### src/rtl/scan_seq_pkg.sv
package scan_seq_pkg;

  typedef enum logic [1:0] {
    SRC_ZERO  = 2'd0,
    SRC_FLUSH = 2'd1,
    SRC_VEC   = 2'd2
  } scanSrc_e;

  typedef struct packed {
    logic     shiftEn;
    logic     captureEn;
    logic     clrFail;
    scanSrc_e srcSel;
    logic     cmpFlush;
    logic     cmpResp;
  } scanCtl_t;

endpackage

### src/rtl/scan_seq_ctrl.sv
module scan_seq_ctrl
  import scan_seq_pkg::*;
#(
  parameter int NUM_VEC = 4,
  parameter int VW      = 2
) (
  input  logic          clk,
  input  logic          rstN,
  input  logic          start,
  input  logic          lastBit,
  output scanCtl_t      ctl,
  output logic [VW-1:0] vecIdx,
  output logic          scanMode,
  output logic          busy,
  output logic          done
);

  typedef enum logic [2:0] {
    ST_IDLE, ST_FLUSH, ST_LOAD, ST_CAPTURE, ST_SHIFT, ST_DONE
  } seqState_e;

  localparam logic [VW-1:0] LAST_VEC = VW'(NUM_VEC - 1);

  seqState_e state;
  logic      finalShift;
  logic      accept;
  logic      lastVec;

  assign accept  = start && (state == ST_IDLE || state == ST_DONE);
  assign lastVec = (vecIdx == LAST_VEC);

  always_ff @(posedge clk or negedge rstN) begin
    if (!rstN) begin
      state      <= ST_IDLE;
      vecIdx     <= '0;
      finalShift <= 1'b0;
    end else begin
      unique case (state)
        ST_IDLE, ST_DONE: begin
          if (accept) begin
            state      <= ST_FLUSH;
            vecIdx     <= '0;
            finalShift <= 1'b0;
          end
        end
        ST_FLUSH:   if (lastBit) state <= ST_LOAD;
        ST_LOAD:    if (lastBit) state <= ST_CAPTURE;
        ST_CAPTURE: begin
          state <= ST_SHIFT;
          if (lastVec) finalShift <= 1'b1;
          else         vecIdx     <= vecIdx + 1'b1;
        end
        ST_SHIFT: begin
          if (lastBit) state <= finalShift ? ST_DONE : ST_CAPTURE;
        end
        default: state <= ST_IDLE;
      endcase
    end
  end

  always_comb begin
    ctl           = '0;
    ctl.srcSel    = SRC_ZERO;
    ctl.clrFail   = accept;
    unique case (state)
      ST_FLUSH: begin
        ctl.shiftEn = 1'b1;
        ctl.srcSel  = SRC_FLUSH;
      end
      ST_LOAD: begin
        ctl.shiftEn  = 1'b1;
        ctl.srcSel   = SRC_VEC;
        ctl.cmpFlush = 1'b1;
      end
      ST_CAPTURE: ctl.captureEn = 1'b1;
      ST_SHIFT: begin
        ctl.shiftEn = 1'b1;
        ctl.srcSel  = finalShift ? SRC_ZERO : SRC_VEC;
        ctl.cmpResp = 1'b1;
      end
      default: ;
    endcase
  end

  assign busy     = (state != ST_IDLE) && (state != ST_DONE);
  assign done     = (state == ST_DONE);
  assign scanMode = ctl.shiftEn;

  // a capture clock is always followed by a shift clock
  a_r4_single_capture: assert property (@(posedge clk) disable iff (!rstN)
    (busy && !scanMode) |=> (busy && scanMode));

  // done holds until a new start
  a_r7_done_hold: assert property (@(posedge clk) disable iff (!rstN)
    (done && !start) |=> done);

  // no shifting while idle or done
  a_r1_idle_quiet: assert property (@(posedge clk) disable iff (!rstN)
    !busy |-> !scanMode);

  // a run only ends in the done state
  a_r6_end_in_done: assert property (@(posedge clk) disable iff (!rstN)
    $fell(busy) |-> done);

endmodule

### src/rtl/scan_seq_dp.sv
module scan_seq_dp
  import scan_seq_pkg::*;
#(
  parameter int CHAIN_LEN = 8,
  parameter int CW        = 3
) (
  input  logic                 clk,
  input  logic                 rstN,
  input  scanCtl_t             ctl,
  input  logic [CHAIN_LEN-1:0] stimVec,
  input  logic [CHAIN_LEN-1:0] expResp,
  input  logic                 scanOut,
  output logic                 scanIn,
  output logic                 lastBit,
  output logic                 testFail
);

  localparam logic [CW-1:0] LAST_BIT = CW'(CHAIN_LEN - 1);

  logic [CW-1:0]        bitCnt;
  logic [CW-1:0]        revIdx;
  logic [CHAIN_LEN-1:0] expReg;
  logic                 mismatch;

  assign lastBit = (bitCnt == LAST_BIT);
  assign revIdx  = LAST_BIT - bitCnt;

  always_ff @(posedge clk or negedge rstN) begin
    if (!rstN)                         bitCnt <= '0;
    else if (ctl.clrFail)              bitCnt <= '0;
    else if (ctl.shiftEn)              bitCnt <= lastBit ? '0 : bitCnt + 1'b1;
  end

  always_comb begin
    unique case (ctl.srcSel)
      SRC_FLUSH: scanIn = bitCnt[0];
      SRC_VEC:   scanIn = stimVec[revIdx];
      default:   scanIn = 1'b0;
    endcase
  end

  always_ff @(posedge clk or negedge rstN) begin
    if (!rstN)              expReg <= '0;
    else if (ctl.captureEn) expReg <= expResp;
    else if (ctl.cmpResp)   expReg <= {expReg[CHAIN_LEN-2:0], 1'b0};
  end

  assign mismatch = (ctl.cmpFlush && (scanOut != bitCnt[0])) ||
                    (ctl.cmpResp  && (scanOut != expReg[CHAIN_LEN-1]));

  always_ff @(posedge clk or negedge rstN) begin
    if (!rstN)            testFail <= 1'b0;
    else if (ctl.clrFail) testFail <= 1'b0;
    else if (mismatch)    testFail <= 1'b1;
  end

  // fail stays latched until a start clears it
  a_r8_fail_sticky: assert property (@(posedge clk) disable iff (!rstN)
    (testFail && !ctl.clrFail) |=> testFail);

  // the bit counter only moves on shift clocks
  a_r5_count_on_shift: assert property (@(posedge clk) disable iff (!rstN)
    (!ctl.shiftEn && !ctl.clrFail) |=> $stable(bitCnt));

endmodule

### src/rtl/scan_test_seq.sv
module scan_test_seq
  import scan_seq_pkg::*;
#(
  parameter int CHAIN_LEN = 8,
  parameter int NUM_VEC   = 4,
  parameter int PI_W      = 4,
  localparam int CW       = (CHAIN_LEN > 1) ? $clog2(CHAIN_LEN) : 1,
  localparam int VW       = (NUM_VEC > 1) ? $clog2(NUM_VEC) : 1
) (
  input  logic                 clk,
  input  logic                 rstN,
  input  logic                 start,
  input  logic [CHAIN_LEN-1:0] stimVec,
  input  logic [PI_W-1:0]      stimPi,
  input  logic [CHAIN_LEN-1:0] expResp,
  input  logic                 scanOut,
  output logic [VW-1:0]        vecIdx,
  output logic                 scanIn,
  output logic                 scanMode,
  output logic [PI_W-1:0]      primIn,
  output logic                 busy,
  output logic                 done,
  output logic                 testFail
);

  scanCtl_t ctl;
  logic     lastBit;

  scan_seq_ctrl #(.NUM_VEC(NUM_VEC), .VW(VW)) uCtrl (
    .clk(clk), .rstN(rstN), .start(start), .lastBit(lastBit),
    .ctl(ctl), .vecIdx(vecIdx), .scanMode(scanMode),
    .busy(busy), .done(done)
  );

  scan_seq_dp #(.CHAIN_LEN(CHAIN_LEN), .CW(CW)) uDp (
    .clk(clk), .rstN(rstN), .ctl(ctl), .stimVec(stimVec),
    .expResp(expResp), .scanOut(scanOut), .scanIn(scanIn),
    .lastBit(lastBit), .testFail(testFail)
  );

  assign primIn = busy ? stimPi : '0;

  // an accepted start leaves the fail flag clear
  a_r8_fail_cleared: assert property (@(posedge clk) disable iff (!rstN)
    $rose(busy) |-> !testFail);

endmodule

### config.mk
export PLATFORM = sky130hd
export DESIGN_NAME = scan_test_seq
export DESIGN_NICKNAME = d
export VERILOG_FILES = /design/src/rtl/scan_seq_pkg.sv /design/src/rtl/scan_seq_ctrl.sv /design/src/rtl/scan_seq_dp.sv /design/src/rtl/scan_test_seq.sv
export SDC_FILE = /design/constraint.sdc
export NUM_CORES = 1
export LEC_CHECK = 0
export BUFFER_PORTS_ARGS = -buffer_cell sky130_fd_sc_hd__buf_2
export CORE_MARGIN = 2
export CORE_UTILIZATION = 52
export CTS_CLUSTER_SIZE = 16
export DETAILED_ROUTE_END_ITERATION = 10
export GPL_ROUTABILITY_DRIVEN = 0
export GPL_TIMING_DRIVEN = 0
export PLACE_DENSITY = 0.79
export SLEW_MARGIN = 0
export SYNTH_ARGS = -nofsm -noshare
export SYNTH_HDL_FRONTEND = slang
export SYNTH_SLANG_ARGS = --single-unit
### constraint.sdc
create_clock -name clk -period 2.9 [get_ports clk]
set_input_delay 0.58 -clock clk [delete_from_list [all_inputs] [get_ports clk]]
set_output_delay 0.58 -clock clk [all_outputs]
set_load 0.01 [all_outputs]
After elaboration in Yosys (flattened, before gate mapping). Cells that the tools add are included.

$add $sub $neg: 3. Multiply operators: 0. Multiplexer cells: 29. Bitwise logic cells: 0. Shifts and indexed selects: 0. Magnitude comparators: 1. Reductions and logical operators: 17. Eq/ne operators: 18. Divide/modulo/power cells: 0.

Operators with widths (number): 3-bit 2-to-1 mux (8); 8-bit 2-to-1 mux (2); 3-bit case mux with 5 select lines (1); 2-bit by 1-bit inequality test with 1-bit output, second input constant (5); 3-bit equality test, second input constant (3); 1-bit 2-to-1 mux (9); 2-bit nonzero test (4); 3-bit by 2-bit equality test with 1-bit output, second input constant (2); 2-bit 2-to-1 mux (3); 2-bit case mux with 3 select lines (1); 3-bit AND reduction (2); 2-bit equality test, second input constant (2); 1-bit logical AND (4); 3-bit by 4-bit less-than comparator with 1-bit output, second input constant (1); 4-bit 2-to-1 mux (1); 1-bit case mux with 2 select lines (2); 2-bit case mux with 2 select lines (1); 4-bit AND reduction (1); 3-bit by 1-bit adder with 3-bit output, second input constant (1); 1-bit binary-select mux with 3-bit select (1); 3-bit by 1-bit equality test with 1-bit output, second input constant (1); 3-bit logical NOT (1); 3-bit inequality test, second input constant (1); 3-bit nonzero test (1); 8 further kinds (10).

Memory bits (read-only): 0. RAM bits: 0. Output and inout port bits: 11. Memories kept: 0. Bits in latches: 0. Word-level logic and storage cells: 74. Input bits: 24. Flip-flop bits (word level): 18.

Longest topological paths before layout.
Depth in word-level cells: 6. Depth in mapped cells: 8. Gate-level depth less buffers: 7.

Cells and area by module. Synthesis repeated with hierarchy kept, for this count alone.

Cell total of the unflattened synthesis: 122. Area total of the unflattened synthesis: 1146.1 µm².

Modules (own cells, without submodules): scan_seq_dp (cells each 69, seq. area each 300.3 µm², area each 693.2 µm², times used 1); scan_seq_ctrl (cells each 49, seq. area each 150.1 µm², area each 427.9 µm², times used 1); scan_test_seq (cells each 4, seq. area each 0.0 µm², area each 25.0 µm², times used 1).

Least setup slack after synthesis. No wires, ideal clock.

Kind: reg-to-output. Start point: register uCtrl.state[2]. End point: output scanIn. Data required time: 2320 ps. Path buffers: 1. Arrival time: 1728 ps. Stages on the path, launching flop included: 9. Path slack: 592 ps. Cell sequence: dfrtp_1 buf_4 nor3b_2 a21oi_1 or2_1 ha_1 nor3b_1 o32ai_1 a22o_1.

Longest elaborated chain between the ends: 4. Elaborated cells between the ends (all ways): 7. Those cells by class: eq/ne: 5; mux: 2.

RTL lines: start, declared (RTL line scan_seq_ctrl.sv:24) `seqState_e state;`; start signal, assigned (RTL line scan_seq_ctrl.sv:54) `if (lastBit) state <= finalShift ? ST_DONE : ST_CAPTURE;`; 3-bit equality test (tied with other cells) (RTL line scan_seq_ctrl.sv:65) `unique case (state)`; 2-bit case mux with 3 select lines * (RTL line scan_seq_ctrl.sv:65); 2-bit equality test / 2-bit by 1-bit equality test with 1-bit output (equally long branches) (RTL line scan_seq_dp.sv:35) `unique case (ctl.srcSel)`; 1-bit case mux with 2 select lines * (RTL line scan_seq_dp.sv:35); end, declared (RTL line scan_test_seq.sv:18) `output logic scanIn,`.

Every way passes the cells marked *; elsewhere a longest branch is shown, timed or not.

Final worst setup path.
Start point: register uCtrl.state[1]. End point: output scanIn.

Same word-level chain as after synthesis.

==> results_dict.tcl <==
set metrics [dict create \
    finalWorstSetupSlack_ns 0.166 \
    drtPass1Iterations 4 \
    crit_chain "nor3b_2 -> a21oi_1 -> or2_1 -> ha_2 -> nor3b_2 -> o32ai_2 -> a22o_1 -> buf_2" \
    fin_skew_ns 0.00914 \
    path_max_fanout 15 \
    route.detailed.vias_per_inst 5.55 \
    hold_viol_final 0 \
    final_cell_count_no_fill 199 \
    drive_gt1_share_pct 41.5 \
    synthDistinctLibCells 45 \
    synth_simple_gate_area_share_pct 21.3 \
    number_of_cells_produced_by_synthesis 132 \
    grt_remaining_overflow 0 \
    tightestPinTransition_ns 0.433 \
    detail_route.wirelength_mm 2.83 \
    floorplan.die_area_um2 2870 \
    tritoncts "done" \
    dominant_combinational_cell_family_by_area_after_synthesis "simple AND/OR/NAND/NOR gates" \
    cp_common_cell "sky130_fd_sc_hd__nor3b_2" \
    finalMaxSlewViolations 0 \
    num_antenna_cells 0 \
    synth_area_leader_cell "sky130_fd_sc_hd__dfrtp_1" \
    first_pass_grt_wire_length_mm 4.53 \
    synthesized_flop_and_latch_total 18 \
    gr-usage-all-layers_pct 21.7 \
    first_global_vias 1016 \
    antenna_violations_before_repair 0 \
    ys_dominant_reg_cell "sky130_fd_sc_hd__dfrtp_1" \
    max_cap_viol_count 0 \
    worst_ep_arrival_time_ns 2.15 \
    power.leakage_uw 0.000737 \
    placement_rows 17 \
    ys_async_sr_fraction_pct 100 \
    detail-route-antenna-nets 0 \
    route.vias.total 1104 \
    post_drt_wl_per_cell_um 14.2 \
    dpl_worst_slack_ns 0.364 \
    clk-insertion-delay-late_ns 0.29 \
    setup.worst_path.start_class "flip-flop" \
    slowest_stage "sky130_fd_sc_hd__dfrtp_2" \
    worst_ep_required_time_ns 2.32 \
    place.detailed.hpwl_mm 2.02 \
    timing.hold.worst.class "input port to asynchronous set/reset pin" \
    final_nets 202 \
    clk_transition_reported_paths_ns 0.11 \
    synth_sequential_area_ratio_pct 35.2 \
    synth-warning-count 0 \
    clock_path_buffers 2 \
    cts.sinks 18 \
    reg2reg_setup_slack_ns 1.40 \
    syn_to_final_growth_pct 21.7 \
    worstSetupEndpointType "output port" \
    most-common-layout-cells "sky130_fd_sc_hd__buf_2 (37), sky130_fd_sc_hd__dfrtp_1 (16), sky130_fd_sc_hd__mux2i_1 (12)" \
    syn_area_um2 1280 \
    largest_net_degree_at_the_start_of_global_routing 19 \
    cts-buffers-inserted 3 \
    rsz0062_at_grt "no" \
    worstSetupPathType "flip-flop to output port" \
    initialDrtViolationCount 10 \
    synth_compound_gate_area_share_pct 19.2 \
    mostFrequentLayoutCell "sky130_fd_sc_hd__buf_2" \
    floorplan.die.height_um 53.6 \
    report.final.setup_viol 0 \
    timing.max_slew.rel_slack_pct 71.1 \
    yosys.area.top_type_share_pct 35.2 \
    placed_cells_incl_taps 194 \
    layout_min_cycle_time_ns 2.73 \
    syn-num-nets 161 \
    ratio_of_total_power_to_cell_area_nw_per_um2 990 \
    floorplan.initialDensity_pct 56.2 \
    outcome "finished clean" \
    timing.setup.tns_ns 0 \
    critical-path-max-stage-delay_ns 0.52 \
    fin_area_um2 1560 \
    die_width_um 53.6 \
    synthMuxAreaShare_pct 11.1 \
    ctsHtreeMaxLevel 1 \
    core_region_area_um2 2280 \
    remaining_drc_errors 0 \
    dpl_cell_area_um2 1490 \
    peakVddDrop_mv 0.601 \
    synth_xor_xnor_area_share_pct 1.27 \
    io_buffer_count 34 \
    synth_edf_count 0 \
    synthesis.area_per_instance_um2 9.70 \
    cts.root.buffer_cell "sky130_fd_sc_hd__clkbuf_4" \
    share_of_the_clock_period_used_by_the_worst_path_pct 94.3 \
    max_freq_ghz 0.366 \
    synth_top_cells_by_area "sky130_fd_sc_hd__dfrtp_1 (35%), sky130_fd_sc_hd__mux2i_1 (9.4%), sky130_fd_sc_hd__ha_1 (4.9%)" \
    synthAdderAreaFrac_pct 4.89 \
    ios 35 \
]
-- synthesized netlist by cell type (3+ instances only) --
| cell | count |
|---|---|
| sky130_fd_sc_hd__ha_1 | 5 |
| sky130_fd_sc_hd__mux2i_1 | 12 |
| sky130_fd_sc_hd__buf_4 | 3 |
| sky130_fd_sc_hd__nor3b_1 | 3 |
| sky130_fd_sc_hd__o21ai_1 | 8 |
| sky130_fd_sc_hd__buf_2 | 3 |
| sky130_fd_sc_hd__inv_1 | 8 |
| sky130_fd_sc_hd__o21ai_0 | 5 |
| sky130_fd_sc_hd__nand2_1 | 11 |
| sky130_fd_sc_hd__dfrtp_1 | 18 |
| sky130_fd_sc_hd__and2_1 | 4 |
| sky130_fd_sc_hd__nor3b_2 | 3 |
| sky130_fd_sc_hd__nand2b_1 | 3 |
| sky130_fd_sc_hd__nor2_1 | 8 |
-- state kept, by name, indices dropped and copies added, names as in the netlist --
register,cells
uDp.testFail,1
uCtrl.state,3
uCtrl.finalShift,1
uCtrl.vecIdx,2
uDp.expReg,8
uDp.bitCnt,3
-- per-stage QoR --
stage / hold slack, ns / util (%) / total power [µW]
final: 0.207 / 68.4 / 1540
after global routing: 0.217 / 68.4 / 1690
after CTS: 0.213 / 66.2 / 1480
after detailed placement: 0.490 / 65.3 / 1350
after global placement: 0.488 / 65.3 / 1310
after floorplan: 0.284 / - / 1120
-- timing repair --
item                       CTS  global route
setup endpoints to repair    0             1
gates resized for setup      0             9
buffers inserted             0             3
hold buffers                 0             0
-- worst max-delay path: cells and delay by family, from the launching register on --
kind / cells / cell delay [ns]
and+or+nand+nor: 3 / 0.62
AOI/OAI and AO/OA: 3 / 0.37
adders and majority gates: 1 / 0.21
DFF: 1 / 0.52
buffers and inverters: 1 / 0.13
-- layer usage --
layer	track usage, %	routed length [µm]	up-vias	part of all wire [%]
met5	0	0	-	0
met4	2.56	10	0	0.35
met3	5.83	111	2	3.9
met2	38.3	1430	25	51
met1	27.4	1280	529	45
li1	-	-	548	-
-- logic make-up after synthesis --
family                     after synthesis
buffers and inverters                   16
adders and majority gates                5
and+or+nand+nor                         44
muxes                                   14
DFF                                     18
xor gates and xnor gates                 1
AOI/OAI and AO/OA                       34
-- final timing paths --
| path | cells after the start | from | endpoint |
|---|---|---|---|
| max | 8 | uCtrl.state[1] | scanIn |
| min | 1 | rstN | uDp.bitCnt[0] |
| max reg2reg | 5 | uCtrl.state[1] | uDp.expReg[5] |
| min reg2reg | 1 | uDp.expReg[0] | uDp.expReg[0] |
| max in group asynchronous | 1 | rstN | uCtrl.state[2] |
| min in group clk | 3 | expResp[7] | uDp.expReg[7] |
-- area by class of cell --
type | count | area [µm²]
multi-input combinational | 98 | 768
fill | 196 | 718
sequential | 18 | 453
timing repair buffer | 37 | 193
buffer | 7 | 56.3
tap | 28 | 35.0
inverter | 8 | 30.0
clock buffer | 3 | 22.5
-- report_power, final --
part / internal, µW / switching (µW)
logic: 463 / 507
clock network: 48.3 / 76.7
registers: 353 / 94.7
total: 864 / 678
Note: power is estimated with default switching activity, not from simulation.
